## config.mk

```make
export PLATFORM = sky130hd
export DESIGN_NAME = dac_nvreg_core
export DESIGN_NICKNAME = d
export VERILOG_FILES = /design/src/rtl/dac_nvreg_pkg.sv /design/src/rtl/dac_nvreg_cmd.sv /design/src/rtl/dac_nvreg_nvstore.sv /design/src/rtl/dac_nvreg_work.sv /design/src/rtl/dac_nvreg_outmode.sv /design/src/rtl/dac_nvreg_core.sv
export SDC_FILE = /design/constraint.sdc
export NUM_CORES = 1
export LEC_CHECK = 0
export BUFFER_PORTS_ARGS = -buffer_cell sky130_fd_sc_hd__buf_2
export CELL_PAD_IN_SITES_DETAIL_PLACEMENT = 1
export CELL_PAD_IN_SITES_GLOBAL_PLACEMENT = 2
export CORE_UTILIZATION = 38
export DETAILED_ROUTE_END_ITERATION = 16
export PLACE_DENSITY = 0.85
export SLEW_MARGIN = 10
export SYNTH_ARGS = -nofsm -noshare
export SYNTH_HDL_FRONTEND = slang
export SYNTH_SLANG_ARGS = --single-unit
```

## constraint.sdc

```tcl
create_clock -name clk -period 3.2 [get_ports clk]
set_input_delay 0.64 -clock clk [delete_from_list [all_inputs] [get_ports clk]]
set_output_delay 0.64 -clock clk [all_outputs]
set_load 0.02 [all_outputs]
```

## src/rtl/dac_nvreg_pkg.sv

```systemverilog
`timescale 1ns/1ps
package dac_nvreg_pkg;
  localparam int NCH = 4;              // channels
  localparam int DW  = 8;              // code width
  localparam int CW  = 2 * NCH;        // control byte: mute high half, shutdown low half
  localparam int CHW = $clog2(NCH);    // channel index width
  localparam int OPW = 4;              // opcode width
  localparam int MW  = 2;              // per-channel mode width

  typedef enum logic [OPW-1:0] {
    OP_NOP    = 4'd0,
    OP_WRITE  = 4'd1,
    OP_RECALL = 4'd2,
    OP_STORE  = 4'd3,
    OP_READ   = 4'd4
  } op_e;

  typedef enum logic [MW-1:0] {
    MODE_NORMAL = 2'b00,
    MODE_MUTE   = 2'b01,
    MODE_HIZ    = 2'b10
  } mode_e;
endpackage

```

## src/rtl/dac_nvreg_cmd.sv

```systemverilog
`timescale 1ns/1ps
module dac_nvreg_cmd
  import dac_nvreg_pkg::*;
(
  input  logic           cmd_valid,
  input  logic [OPW-1:0] cmd_op,
  input  logic           cmd_ctrl_sel,
  input  logic [CHW-1:0] cmd_chan,
  input  logic           nv_busy,
  input  logic           restoring,
  output logic [NCH-1:0] wr_code,
  output logic [NCH-1:0] rc_code,
  output logic [NCH-1:0] st_code,
  output logic           wr_ctrl,
  output logic           rc_ctrl,
  output logic           st_ctrl,
  output logic           rd_req
);
  logic           go;
  logic           nv_ok;
  logic           is_wr, is_rc, is_st, is_rd;
  logic [NCH-1:0] chan_hit;

  always_comb begin
    go    = cmd_valid && !restoring;
    nv_ok = go && !nv_busy;
    is_wr = go    && (cmd_op == OP_WRITE);
    is_rc = nv_ok && (cmd_op == OP_RECALL);
    is_st = nv_ok && (cmd_op == OP_STORE);
    is_rd = nv_ok && (cmd_op == OP_READ);
  end

  for (genvar i = 0; i < NCH; i++) begin : g_hit
    assign chan_hit[i] = !cmd_ctrl_sel && (cmd_chan == CHW'(i));
  end

  always_comb begin
    wr_code = {NCH{is_wr}} & chan_hit;
    rc_code = {NCH{is_rc}} & chan_hit;
    st_code = {NCH{is_st}} & chan_hit;
    wr_ctrl = is_wr && cmd_ctrl_sel;
    rc_ctrl = is_rc && cmd_ctrl_sel;
    st_ctrl = is_st && cmd_ctrl_sel;
    rd_req  = is_rd;
  end
endmodule

```

## src/rtl/dac_nvreg_nvstore.sv

```systemverilog
`timescale 1ns/1ps
module dac_nvreg_nvstore
  import dac_nvreg_pkg::*;
#(
  parameter int NV_WR_CYC = 6
) (
  input  logic              clk,
  input  logic              rst_n,
  input  logic [NCH-1:0]    st_code,
  input  logic              st_ctrl,
  input  logic [NCH*DW-1:0] work_code,
  input  logic [CW-1:0]     work_ctrl,
  input  logic              rd_req,
  input  logic              rd_sel,
  input  logic [CHW-1:0]    rd_chan,
  output logic [NCH*DW-1:0] nv_code,
  output logic [CW-1:0]     nv_ctrl,
  output logic              nv_busy,
  output logic              rd_valid,
  output logic [DW-1:0]     rd_data
);
  localparam int CNTW = $clog2(NV_WR_CYC + 1);

  logic [DW-1:0]   nv_q [NCH];
  logic [CW-1:0]   nvc_q;
  logic [CNTW-1:0] cnt_q, cnt_d;
  logic            rdv_d;
  logic [DW-1:0]   rdd_q, rdd_d;
  logic            rdv_q;

  // shadow array: not reset, survives rst_n
  for (genvar i = 0; i < NCH; i++) begin : g_shadow
    always_ff @(posedge clk) begin
      if (st_code[i]) nv_q[i] <= work_code[i*DW +: DW];
    end
    assign nv_code[i*DW +: DW] = nv_q[i];
  end

  always_ff @(posedge clk) begin
    if (st_ctrl) nvc_q <= work_ctrl;
  end
  assign nv_ctrl = nvc_q;

  // programming window counter
  always_comb begin
    if (|st_code || st_ctrl)  cnt_d = CNTW'(NV_WR_CYC);
    else if (cnt_q != '0)     cnt_d = cnt_q - CNTW'(1);
    else                      cnt_d = cnt_q;
  end

  always_comb begin
    rdv_d = rd_req;
    rdd_d = rdd_q;
    if (rd_req) rdd_d = rd_sel ? DW'(nvc_q) : nv_q[rd_chan];
  end

  always_ff @(posedge clk or negedge rst_n) begin
    if (!rst_n) begin
      cnt_q <= '0;
      rdv_q <= 1'b0;
      rdd_q <= '0;
    end else begin
      cnt_q <= cnt_d;
      rdv_q <= rdv_d;
      rdd_q <= rdd_d;
    end
  end

  assign nv_busy  = (cnt_q != '0);
  assign rd_valid = rdv_q;
  assign rd_data  = rdd_q;
endmodule

```

## src/rtl/dac_nvreg_work.sv

```systemverilog
`timescale 1ns/1ps
module dac_nvreg_work
  import dac_nvreg_pkg::*;
(
  input  logic              clk,
  input  logic              rst_n,
  input  logic [NCH-1:0]    wr_code,
  input  logic [NCH-1:0]    rc_code,
  input  logic              wr_ctrl,
  input  logic              rc_ctrl,
  input  logic [DW-1:0]     data_in,
  input  logic [NCH*DW-1:0] nv_code,
  input  logic [CW-1:0]     nv_ctrl,
  output logic [NCH*DW-1:0] code_q,
  output logic [CW-1:0]     ctrl_q,
  output logic              restoring
);
  logic          rest_q;
  logic [CW-1:0] ctrl_d;

  always_comb begin
    if (rest_q)       ctrl_d = nv_ctrl;
    else if (wr_ctrl) ctrl_d = data_in[CW-1:0];
    else if (rc_ctrl) ctrl_d = nv_ctrl;
    else              ctrl_d = ctrl_q;
  end

  always_ff @(posedge clk or negedge rst_n) begin
    if (!rst_n) begin
      rest_q <= 1'b1;
      ctrl_q <= '0;
    end else begin
      rest_q <= 1'b0;
      ctrl_q <= ctrl_d;
    end
  end

  for (genvar i = 0; i < NCH; i++) begin : g_code
    logic [DW-1:0] cur, nxt;
    assign cur = code_q[i*DW +: DW];
    always_comb begin
      if (ctrl_d[i])       nxt = '0;   // shutdown clears the code
      else if (rest_q)     nxt = nv_code[i*DW +: DW];
      else if (wr_code[i]) nxt = data_in;
      else if (rc_code[i]) nxt = nv_code[i*DW +: DW];
      else                 nxt = cur;
    end
    always_ff @(posedge clk or negedge rst_n) begin
      if (!rst_n) code_q[i*DW +: DW] <= '0;
      else        code_q[i*DW +: DW] <= nxt;
    end
  end

  assign restoring = rest_q;
endmodule

```

## src/rtl/dac_nvreg_outmode.sv

```systemverilog
`timescale 1ns/1ps
module dac_nvreg_outmode
  import dac_nvreg_pkg::*;
(
  input  logic [CW-1:0]     ctrl,
  input  logic              hard_mute,
  output logic [NCH*MW-1:0] mode,
  output logic              low_power
);
  for (genvar i = 0; i < NCH; i++) begin : g_mode
    mode_e m;
    always_comb begin
      if (hard_mute)         m = MODE_MUTE;
      else if (ctrl[i])      m = MODE_HIZ;
      else if (ctrl[NCH+i])  m = MODE_MUTE;
      else                   m = MODE_NORMAL;
    end
    assign mode[i*MW +: MW] = m;
  end

  assign low_power = &ctrl[NCH-1:0];
endmodule

```

## src/rtl/dac_nvreg_core.sv

```systemverilog
`timescale 1ns/1ps
module dac_nvreg_core
  import dac_nvreg_pkg::*;
#(
  parameter int NV_WR_CYC = 6
) (
  input  logic              clk,
  input  logic              rst_n,
  input  logic              cmd_valid,
  input  logic [OPW-1:0]    cmd_op,
  input  logic              cmd_ctrl_sel,
  input  logic [CHW-1:0]    cmd_chan,
  input  logic [DW-1:0]     cmd_data,
  input  logic              hard_mute,
  output logic [NCH*DW-1:0] chan_code,
  output logic [NCH*MW-1:0] chan_mode,
  output logic              low_power,
  output logic              nv_busy,
  output logic              rd_valid,
  output logic [DW-1:0]     rd_data
);
  logic [NCH-1:0]    wr_code, rc_code, st_code;
  logic              wr_ctrl, rc_ctrl, st_ctrl, rd_req;
  logic              restoring;
  logic [NCH*DW-1:0] code_q, nv_code;
  logic [CW-1:0]     ctrl_q, nv_ctrl;

  dac_nvreg_cmd u_cmd (
    .cmd_valid    (cmd_valid),
    .cmd_op       (cmd_op),
    .cmd_ctrl_sel (cmd_ctrl_sel),
    .cmd_chan     (cmd_chan),
    .nv_busy      (nv_busy),
    .restoring    (restoring),
    .wr_code      (wr_code),
    .rc_code      (rc_code),
    .st_code      (st_code),
    .wr_ctrl      (wr_ctrl),
    .rc_ctrl      (rc_ctrl),
    .st_ctrl      (st_ctrl),
    .rd_req       (rd_req)
  );

  dac_nvreg_work u_work (
    .clk       (clk),
    .rst_n     (rst_n),
    .wr_code   (wr_code),
    .rc_code   (rc_code),
    .wr_ctrl   (wr_ctrl),
    .rc_ctrl   (rc_ctrl),
    .data_in   (cmd_data),
    .nv_code   (nv_code),
    .nv_ctrl   (nv_ctrl),
    .code_q    (code_q),
    .ctrl_q    (ctrl_q),
    .restoring (restoring)
  );

  dac_nvreg_nvstore #(.NV_WR_CYC(NV_WR_CYC)) u_nv (
    .clk       (clk),
    .rst_n     (rst_n),
    .st_code   (st_code),
    .st_ctrl   (st_ctrl),
    .work_code (code_q),
    .work_ctrl (ctrl_q),
    .rd_req    (rd_req),
    .rd_sel    (cmd_ctrl_sel),
    .rd_chan   (cmd_chan),
    .nv_code   (nv_code),
    .nv_ctrl   (nv_ctrl),
    .nv_busy   (nv_busy),
    .rd_valid  (rd_valid),
    .rd_data   (rd_data)
  );

  dac_nvreg_outmode u_mode (
    .ctrl      (ctrl_q),
    .hard_mute (hard_mute),
    .mode      (chan_mode),
    .low_power (low_power)
  );

  assign chan_code = code_q;
endmodule

```

==> flow_summary.json, run 1 <==
{
  "outcome": "finished clean",
  "period_share": 0.795,
  "fin_nets": 446,
  "start_util": 0.396,
  "drc": 0,
  "multiInputGateArea_um2": 1680,
  "grt_pass1_vias": 3251,
  "hold_viol": 0,
  "first_pass_iters": 4,
  "ys_async_sr_fraction": 0.570,
  "end_kind": "register",
  "dieArea_um2": 11900,
  "cp.arrival_ns": 2.80,
  "criticalPathCategory": "register to register",
  "n_fill_cell": 1197,
  "overflow": 0,
  "core-area_um2": 11000,
  "tightest_slew_ns": 0.653,
  "routed_wl_um": 12200,
  "antenna_found_initial": 0,
  "n_antenna_cell": 0,
  "slowest_delay_ns": 0.57,
  "dp_slack_ns": 0.532,
  "die_w_um": 109,
  "place_inst": 554,
  "ys_types": 44,
  "power_leakage_uw": 0.00221,
  "clock-sinks": 93,
  "finalCriticalPeriod_ns": 2.54,
  "die-height_um": 109,
  "via_count": 3170,
  "postCtsSetupBuffers": 0,
  "path_clk_slew_ns": 0.07,
  "hp-class": "input port to asynchronous set/reset pin",
  "ys.warnings.count": 0,
  "postRouteAntennaNets": 0,
  "reg2reg_slack_ns": 0.66,
  "rsz0062_at_grt": "false",
  "worstPathMaxFanout": 16,
  "final_cells": 570,
  "cp_top_family": "compound AO/OA/AOI/OAI gates",
  "startpoint_type": "register",
  "max_cap_violations": 0,
  "holdWs_ns": 0.261,
  "p_total_uw": 2840,
  "clock.fmax_mhz": 393,
  "cp_num_buf_inv": 1,
  "area_growth_pct": 18.3,
  "grt_start_max_net_pins": 21,
  "drt-initial-drc-count": 151,
  "clock_skew_ns": 0.00953,
  "path_cells": "inv_1 > ha_1 > or4bb_1 > a21oi_4 > a21o_1 > nor2_1 > a311oi_2",
  "rows": 38,
  "syn_area_um2": 4370,
  "pin_count": 70,
  "clk_path_buf_depth": 2,
  "wl_met1_um": 5450,
  "cts_root_buffer": "clkbuf_16",
  "synth-edff-count": 40,
  "portBuffers": 69,
  "cts_resized": 0,
  "grt.total_usage": 0.224,
  "cts_buffers": 9,
  "layout_setup_ws_ns": 0.657,
  "top_layer": "met4",
  "cts_tree": "done",
  "regArea_um2": 2530,
  "dpl.hpwl_um": 8860,
  "ir_drop_mv": 0.326,
  "met3_length_um": 634,
  "dr_wl_met2_um": 5960,
  "clock_latency_ns": 0.34,
  "htree_levels": 3,
  "crit_path_top_delay_cell": "a21o_1",
  "synth_cells": 346,
  "synth_seq_cells": 93,
  "synth_ff_type": "dfrtp_1",
  "syn_area_per_cell_um2": 12.6,
  "relSlewSlack": 0.565,
  "hold_buffers": 0,
  "drive_gt1_frac": 0.323,
  "yosysSeqAreaShare": 0.579,
  "powerDensity_nw_per_um2": 549,
  "setup_violations": 0,
  "syn_nets": 367,
  "slew_violations": 0,
  "grt_first_pass_wirelength_um": 19100,
  "crit_required_ns": 3.45,
  "vias_per_cell": 5.56,
  "routedWlPerCell_um": 21.5,
  "setup_tns_ns": 0,
  "place_congestion": 0.832
}
[per-layer routing]
metal | vias to the layer above | track usage
li1 | 1442 | -
met1 | 1625 | 0.312
met2 | 86 | 0.355
met3 | 17 | 0.0442
met4 | 0 | 0.0648
met5 | - | 0
[per-stage QoR]
step | utilization | instance area [um^2]
3_3_place_gp | 0.443 | 4890
6_report | 0.469 | 5170
5_1_grt | 0.469 | 5170
3_5_place_dp | 0.443 | 4890
2_1_floorplan | - | 4370
4_1_cts | 0.469 | 5170
[report_power, final]
group | internal (uW) | total, uW | switching, uW
sequential | 1320 | 1380 | 53.2
clock | 589 | 1020 | 429
combinational | 158 | 443 | 285
total | 2070 | 2840 | 767
[Yosys cell counts, types with 2 or more instances]
| cell | number | area share |
|---|---|---|
| nor3_1 | 3 | 0.0034 |
| o21ai_0 | 13 | 0.015 |
| mux2i_1 | 23 | 0.053 |
| mux4_2 | 8 | 0.041 |
| nand3_1 | 23 | 0.026 |
| a211oi_2 | 3 | 0.0086 |
| a211oi_1 | 8 | 0.014 |
| nor2b_1 | 7 | 0.010 |
| a21o_1 | 6 | 0.010 |
| nor3b_1 | 2 | 0.0034 |
| nor2_1 | 43 | 0.037 |
| nand2_1 | 40 | 0.034 |
| dfrtp_1 | 52 | 0.30 |
| edfxtp_1 | 40 | 0.27 |
| a221o_1 | 3 | 0.0069 |
| inv_1 | 10 | 0.0086 |
| ha_1 | 2 | 0.0057 |
| buf_4 | 3 | 0.0052 |
| buf_6 | 6 | 0.015 |
| clkbuf_1 | 6 | 0.0052 |
| nor4b_1 | 2 | 0.0040 |
| a311oi_2 | 21 | 0.072 |
[worst paths after layout]
| kind | start | endpoint | cells after the start |
|---|---|---|---|
| setup reg to reg | u_nv.cnt_q[0] | u_work.g_code[1].cur[5] | 7 |
| setup / recovery | u_nv.cnt_q[0] | u_work.g_code[1].cur[5] | 7 |
| min in group clk | u_work.ctrl_q[3] | u_nv.nv_ctrl[3] | 0 |
| max in group asynchronous | rst_n | u_work.g_code[0].cur[2] | 2 |
| hold reg to reg | u_work.ctrl_q[3] | u_nv.nv_ctrl[3] | 0 |
| hold / removal | rst_n | u_work.g_code[1].cur[0] | 1 |
[sequential cells by signal, indices dropped and copies added (netlist names)]
register,flops
u_nv.nv_ctrl,8
u_work.restoring,1
u_work.ctrl_q,8
u_nv.nv_q,32
u_nv.rd_valid,1
u_nv.rd_data,8
u_work.g_code.cur,32
u_nv.cnt_q,3
[cell usage in the layout, fill, tap and decap left out, types with 2 or more instances in the layout]
cell	count
nor3b_1	2
a221o_1	3
a211oi_2	3
nor4b_1	2
inv_1	10
mux2i_1	23
a211oi_1	8
nor2_1	43
nor2b_1	7
nand3_1	23
clkbuf_16	9
buf_4	17
clkbuf_8	3
a311oi_2	21
edfxtp_1	40
ha_1	2
clkbuf_1	3
mux4_2	8
dfrtp_1	52
nand2_1	40
o21ai_0	13
buf_2	69
nor3_1	3
a21o_1	6
[cell families after synthesis]
group / synth area share
compound gates: 0.145
fa+ha+maj: 0.00572
buf+inv: 0.0381
flops: 0.579
mux: 0.0939
other cells: 0.000858
simple gates: 0.138
[layout make-up]
type / count / share of cell area
well taps: 140 / 0.0339
inverters: 10 / 0.00726
multi-input cells: 225 / 0.324
clock inverters: 1 / 0.000726
clock buffers: 15 / 0.0537
repair buffers: 86 / 0.0915
flip-flops and latches: 93 / 0.489
[worst register-to-register path: cells and delay by family (launching register included)]
family / cells / cell delay (ns)
AOI/OAI and AO/OA: 3 / 1.08
DFF: 1 / 0.38
adders and majority gates: 1 / 0.19
and+or+nand+nor: 2 / 0.70
buffers and inverters: 1 / 0.10
Power figures use the tool's default switching activity.
==> run 2: changes to the inputs <==
--- a/config.mk
+++ b/config.mk
@@ -8,9 +8,9 @@
 export BUFFER_PORTS_ARGS = -buffer_cell sky130_fd_sc_hd__buf_2
 export CELL_PAD_IN_SITES_DETAIL_PLACEMENT = 1
 export CELL_PAD_IN_SITES_GLOBAL_PLACEMENT = 2
-export CORE_UTILIZATION = 38
+export CORE_UTILIZATION = 34
 export DETAILED_ROUTE_END_ITERATION = 16
-export PLACE_DENSITY = 0.85
+export PLACE_DENSITY = 0.81
 export SLEW_MARGIN = 10
 export SYNTH_ARGS = -nofsm -noshare
 export SYNTH_HDL_FRONTEND = slang
==> constraint.sdc (replaced) <==
create_clock -name clk -period 2.2 [get_ports clk]
set_input_delay 0.44 -clock clk [delete_from_list [all_inputs] [get_ports clk]]
set_output_delay 0.44 -clock clk [all_outputs]
set_load 0.02 [all_outputs]
==> flow_summary.json, run 2 (synthesis results as in run 1) <==
{
  "outcome": "finished with violations",
  "violations": "setup timing",
  "power_leakage_uw": 0.00237,
  "cts_root_buffer": "clkbuf_16",
  "finalCriticalPeriod_ns": 2.28,
  "dpl.hpwl_um": 9240,
  "cts_tree": "done",
  "drt-initial-drc-count": 228,
  "fin_nets": 475,
  "cts_buffers": 9,
  "clock-sinks": 93,
  "hold_viol": 0,
  "area_growth_pct": 26.8,
  "place_inst": 606,
  "criticalPathCategory": "register to register",
  "powerDensity_nw_per_um2": 768,
  "final_common_cell": "buf_2",
  "htree_levels": 3,
  "rsz0062_at_grt": "true",
  "cp.arrival_ns": 2.52,
  "grt_pass1_vias": 3509,
  "path_common_cell": "a21oi_4",
  "pin_count": 70,
  "setup_tns_ns": -0.454,
  "drive_gt1_frac": 0.375,
  "routedWlPerCell_um": 20.7,
  "grt_start_max_net_pins": 54,
  "max_cap_violations": 0,
  "slowest_delay_ns": 0.47,
  "rows": 41,
  "start_util": 0.348,
  "postRouteAntennaNets": 0,
  "end_kind": "register",
  "setup_violations": 15,
  "grt.total_usage": 0.208,
  "drc": 0,
  "path_cells": "inv_2 > ha_4 > or4bb_4 > a21oi_4 > a21oi_4 > a221o_1 > buf_6 > a311oi_2",
  "place_congestion": 0.861,
  "path_clk_slew_ns": 0.07,
  "first_pass_iters": 4,
  "final_cell_mix": "buf_2 (68), dfrtp_1 (52), nor2_1 (43), nand2_1 (40), edfxtp_1 (40)",
  "clock.fmax_mhz": 438,
  "p_total_uw": 4260,
  "layout_setup_ws_ns": -0.0817,
  "period_share": 1.04,
  "relSlewSlack": 0.584,
  "via_count": 3298,
  "startpoint_type": "register",
  "tightest_slew_ns": 0.623,
  "clk_path_buf_depth": 2,
  "overflow": 0,
  "crit_path_top_delay_cell": "or4bb_4",
  "core-area_um2": 12600,
  "antenna_found_initial": 0,
  "slew_violations": 0,
  "portBuffers": 69,
  "clock_latency_ns": 0.34,
  "reg2reg_depth": 8,
  "reg2reg_slack_ns": -0.08,
  "reg2reg_to": "u_work.g_code[1].cur[7]",
  "final_cells": 631,
  "worstPathMaxFanout": 5,
  "crit_required_ns": 2.43,
  "hold_buffers": 0,
  "grt_first_pass_wirelength_um": 19900,
  "ir_drop_mv": 0.430,
  "hp-class": "input port to asynchronous set/reset pin",
  "vias_per_cell": 5.23,
  "die-height_um": 115,
  "dieArea_um2": 13300,
  "rr_startpoint": "u_nv.cnt_q[1]",
  "routed_wl_um": 13000,
  "n_antenna_cell": 0,
  "dp_slack_ns": -0.105,
  "clock_skew_ns": 0.00770,
  "die_w_um": 115
}
-- run 2: worst max-delay path, delay by kind of cell (launching register included) --
kind                       cells  cell delay, ns
and+or+nand+nor                1            0.47
adders and majority gates      1            0.15
DFF                            1            0.39
AOI/OAI and AO/OA              4            0.88
buffers and inverters          2            0.27
-- run 2: layout make-up --
type	count	area (um^2)
timing repair buffer	115	776
sequential	93	2530
inverter	10	37.5
tap	172	215
multi-input combinational	225	1730
fill	1375	7030
clock buffer	12	236
clock inverter	4	15.0
-- run 2: routing by layer --
| metal | track usage | vias up | wire length [um] | part of all wire |
|---|---|---|---|---|
| met5 | 0 | - | 0 | 0 |
| met4 | 0.0996 | 0 | 405 | 0.031 |
| met3 | 0.0358 | 25 | 514 | 0.039 |
| met2 | 0.336 | 80 | 6290 | 0.48 |
| met1 | 0.272 | 1691 | 5830 | 0.45 |
| li1 | - | 1502 | - | - |
-- run 2: where the power goes --
group / leakage, uW / internal, uW / switching, uW
Sequential: 0.00104 / 1930 / 81.3
Combinational: 0.00121 / 387 / 487
Clock: 0.000121 / 752 / 623
Total: 0.00237 / 3070 / 1190
-- run 2: worst max path at each step --
stage / from / end / slack (ns) / depth (start not counted)
final: u_nv.cnt_q[1] / u_work.g_code[1].cur[7] / -0.08 / 8
after CTS: u_nv.cnt_q[0] / u_work.g_code[1].cur[7] / -0.08 / 8
after global routing: u_nv.cnt_q[1] / u_work.g_code[1].cur[7] / -0.12 / 8
after global placement: u_nv.cnt_q[0] / u_work.g_code[2].cur[3] / -0.06 / 8
after detailed placement: u_nv.cnt_q[0] / u_work.g_code[3].cur[6] / -0.10 / 8
after floorplan: u_nv.cnt_q[0] / u_work.g_code[1].cur[0] / 0.06 / 8
-- run 2: metrics by stage --
stage / hold slack (ns) / util / area [um^2]
floorplan: 0.144 / - / 4380
global placement: 0.430 / 0.411 / 5160
detailed placement: 0.440 / 0.411 / 5160
CTS: 0.0964 / 0.437 / 5490
global route: 0.107 / 0.441 / 5540
finish: 0.0886 / 0.441 / 5540
-- run 2: what timing repair did --
action	4_1_cts	5_1_grt
setup buffers	5	3
cloned	1	0
setup endpoints to repair	32	32
resized for setup	8	7
pin swaps	6	5
==> run 3: changes to the inputs <==
--- a/config.mk
+++ b/config.mk
@@ -11,6 +11,7 @@
 export CORE_UTILIZATION = 34
 export DETAILED_ROUTE_END_ITERATION = 16
 export PLACE_DENSITY = 0.81
+export RECOVER_POWER = 100
 export SLEW_MARGIN = 10
 export SYNTH_ARGS = -nofsm -noshare
 export SYNTH_HDL_FRONTEND = slang
==> flow_summary.json, run 3 (synthesis results as in run 1) <==
{
  "clock_latency_ns": 0.34,
  "violations": "setup timing",
  "startpoint_type": "register",
  "power_leakage_uw": 0.00219,
  "clock-sinks": 93,
  "ir_drop_mv": 0.429,
  "drc": 0,
  "htree_levels": 3,
  "antenna_found_initial": 0,
  "reg2reg_depth": 8,
  "final_cell_mix": "dfrtp_1 (52), clkbuf_1 (49), nor2_1 (43), nand2_1 (40), edfxtp_1 (40)",
  "slew_violations": 0,
  "cp.arrival_ns": 2.51,
  "period_share": 1.03,
  "via_count": 3321,
  "grt_pass1_vias": 3509,
  "cp_top_family": "compound AO/OA/AOI/OAI gates",
  "n_fill_cell": 1394,
  "outcome": "finished with violations",
  "clk_path_buf_depth": 2,
  "routed_wl_um": 13000,
  "reg2reg_to": "u_work.g_code[1].cur[7]",
  "clock.fmax_mhz": 440,
  "setup_violations": 15,
  "cp_num_buf_inv": 2,
  "rows": 41,
  "core-area_um2": 12600,
  "portBuffers": 69,
  "holdCritStartpoint": "cmd_op[1]",
  "cts_root_buffer": "clkbuf_16",
  "overflow": 0,
  "finalCriticalPeriod_ns": 2.27,
  "regArea_um2": 2530,
  "routedWlPerCell_um": 20.6,
  "dpl.hpwl_um": 9240,
  "multiInputGateArea_um2": 1730,
  "crit_path_top_delay_cell": "or4bb_4",
  "hold_viol": 0,
  "drt-initial-drc-count": 229,
  "place_congestion": 0.861,
  "hp-class": "input port to register",
  "relSlewSlack": 0.0420,
  "path_cells": "inv_2 > ha_4 > or4bb_4 > a21oi_4 > a21oi_4 > a221o_1 > buf_6 > a311oi_2",
  "max_cap_violations": 0,
  "rsz0062_at_grt": "true",
  "p_total_uw": 4230,
  "holdWs_ns": 0.418,
  "grt.total_usage": 0.208,
  "powerDensity_nw_per_um2": 775,
  "min_to": "u_nv.rd_valid",
  "die_w_um": 115,
  "cp_num_cells": 8,
  "start_util": 0.348,
  "cts_tree": "done",
  "hold_depth": 3,
  "worstPathMaxFanout": 5,
  "postRouteAntennaNets": 0,
  "path_clk_slew_ns": 0.07,
  "crit_required_ns": 2.44,
  "slowest_delay_ns": 0.47,
  "grt_first_pass_wirelength_um": 19900,
  "layout_setup_ws_ns": -0.0711,
  "tightest_slew_ns": 1.44,
  "clock_skew_ns": 0.00796,
  "first_pass_iters": 4,
  "dieArea_um2": 13300,
  "cts_buffers": 9,
  "vias_per_cell": 5.26,
  "end_kind": "register",
  "drive_gt1_frac": 0.275,
  "area_growth_pct": 25.1,
  "rr_startpoint": "u_nv.cnt_q[1]",
  "path_common_cell": "a21oi_4",
  "criticalPathCategory": "register to register",
  "fin_nets": 475,
  "grt_start_max_net_pins": 54,
  "pin_count": 70,
  "hold_buffers": 0,
  "die-height_um": 115,
  "reg2reg_slack_ns": -0.07,
  "n_antenna_cell": 0,
  "final_common_cell": "dfrtp_1"
}
run 3: changes by cell type in the layout (fill, tap and decap cells not counted), sizes merged:
cell | previous run | this run
buf | 115 | 68
clkbuf | 12 | 59
run 3: per-layer routing:
layer  share of wire  GRT usage  vias up
met2            0.48      0.336       89
met3           0.036     0.0358       25
met5               0          0        -
met4           0.031     0.0996        0
li1                -          -     1503
met1            0.45      0.272     1704
run 3: power breakdown:
part | switching (uW) | internal, uW | total [uW]
Combinational | 487 | 363 | 850
Sequential | 82.8 | 1930 | 2010
Clock | 622 | 752 | 1370
run 3: worst reg2reg max path, cell delays in order, from the launching register on:
cell and delay, ns:
dfrtp_1 0.39, inv_2 0.10, ha_4 0.15, or4bb_4 0.47, a21oi_4 0.20, a21oi_4 0.09, a221o_1 0.37, buf_6 0.17
a311oi_2 0.22
run 3: how the worst max path moves through the flow:
| stage | to | start | slack, ns |
|---|---|---|---|
| 2_1_floorplan | u_work.g_code[1].cur[0] | u_nv.cnt_q[0] | 0.06 |
| 6_report | u_work.g_code[1].cur[7] | u_nv.cnt_q[1] | -0.07 |
| 4_1_cts | u_work.g_code[1].cur[7] | u_nv.cnt_q[0] | -0.08 |
| 3_3_place_gp | u_work.g_code[2].cur[3] | u_nv.cnt_q[0] | -0.06 |
| 5_1_grt | u_work.g_code[1].cur[7] | u_nv.cnt_q[1] | -0.12 |
| 3_5_place_dp | u_work.g_code[3].cur[6] | u_nv.cnt_q[0] | -0.10 |
run 3: repair_timing:
action | CTS | global route
buffers inserted | 5 | 3
endpoints found under the setup margin | 32 | 32
cloned | 1 | 0
pin swaps | 6 | 5
resized for setup | 8 | 7
run 3: through the flow:
stage | worst slack, ns | TNS [ns] | util | instances | cell area [um^2]
after floorplan | 0.0562 | 0 | - | 346 | 4380
after global placement | -0.0597 | -0.279 | 0.411 | 606 | 5160
after detailed placement | -0.105 | -1.37 | 0.411 | 606 | 5160
after CTS | -0.0840 | -0.0840 | 0.437 | 628 | 5490
after global routing | -0.117 | -2.03 | 0.435 | 631 | 5470
final | -0.0711 | -0.424 | 0.435 | 631 | 5470
run 3: final cells by class:
cell class              instances  area share
repair buffers                115       0.128
inverters                      10     0.00687
multi-input cells             225       0.317
flip-flops and latches         93       0.463
clock inverters                 4     0.00275
clock buffers                  12      0.0433
well taps                     172      0.0394
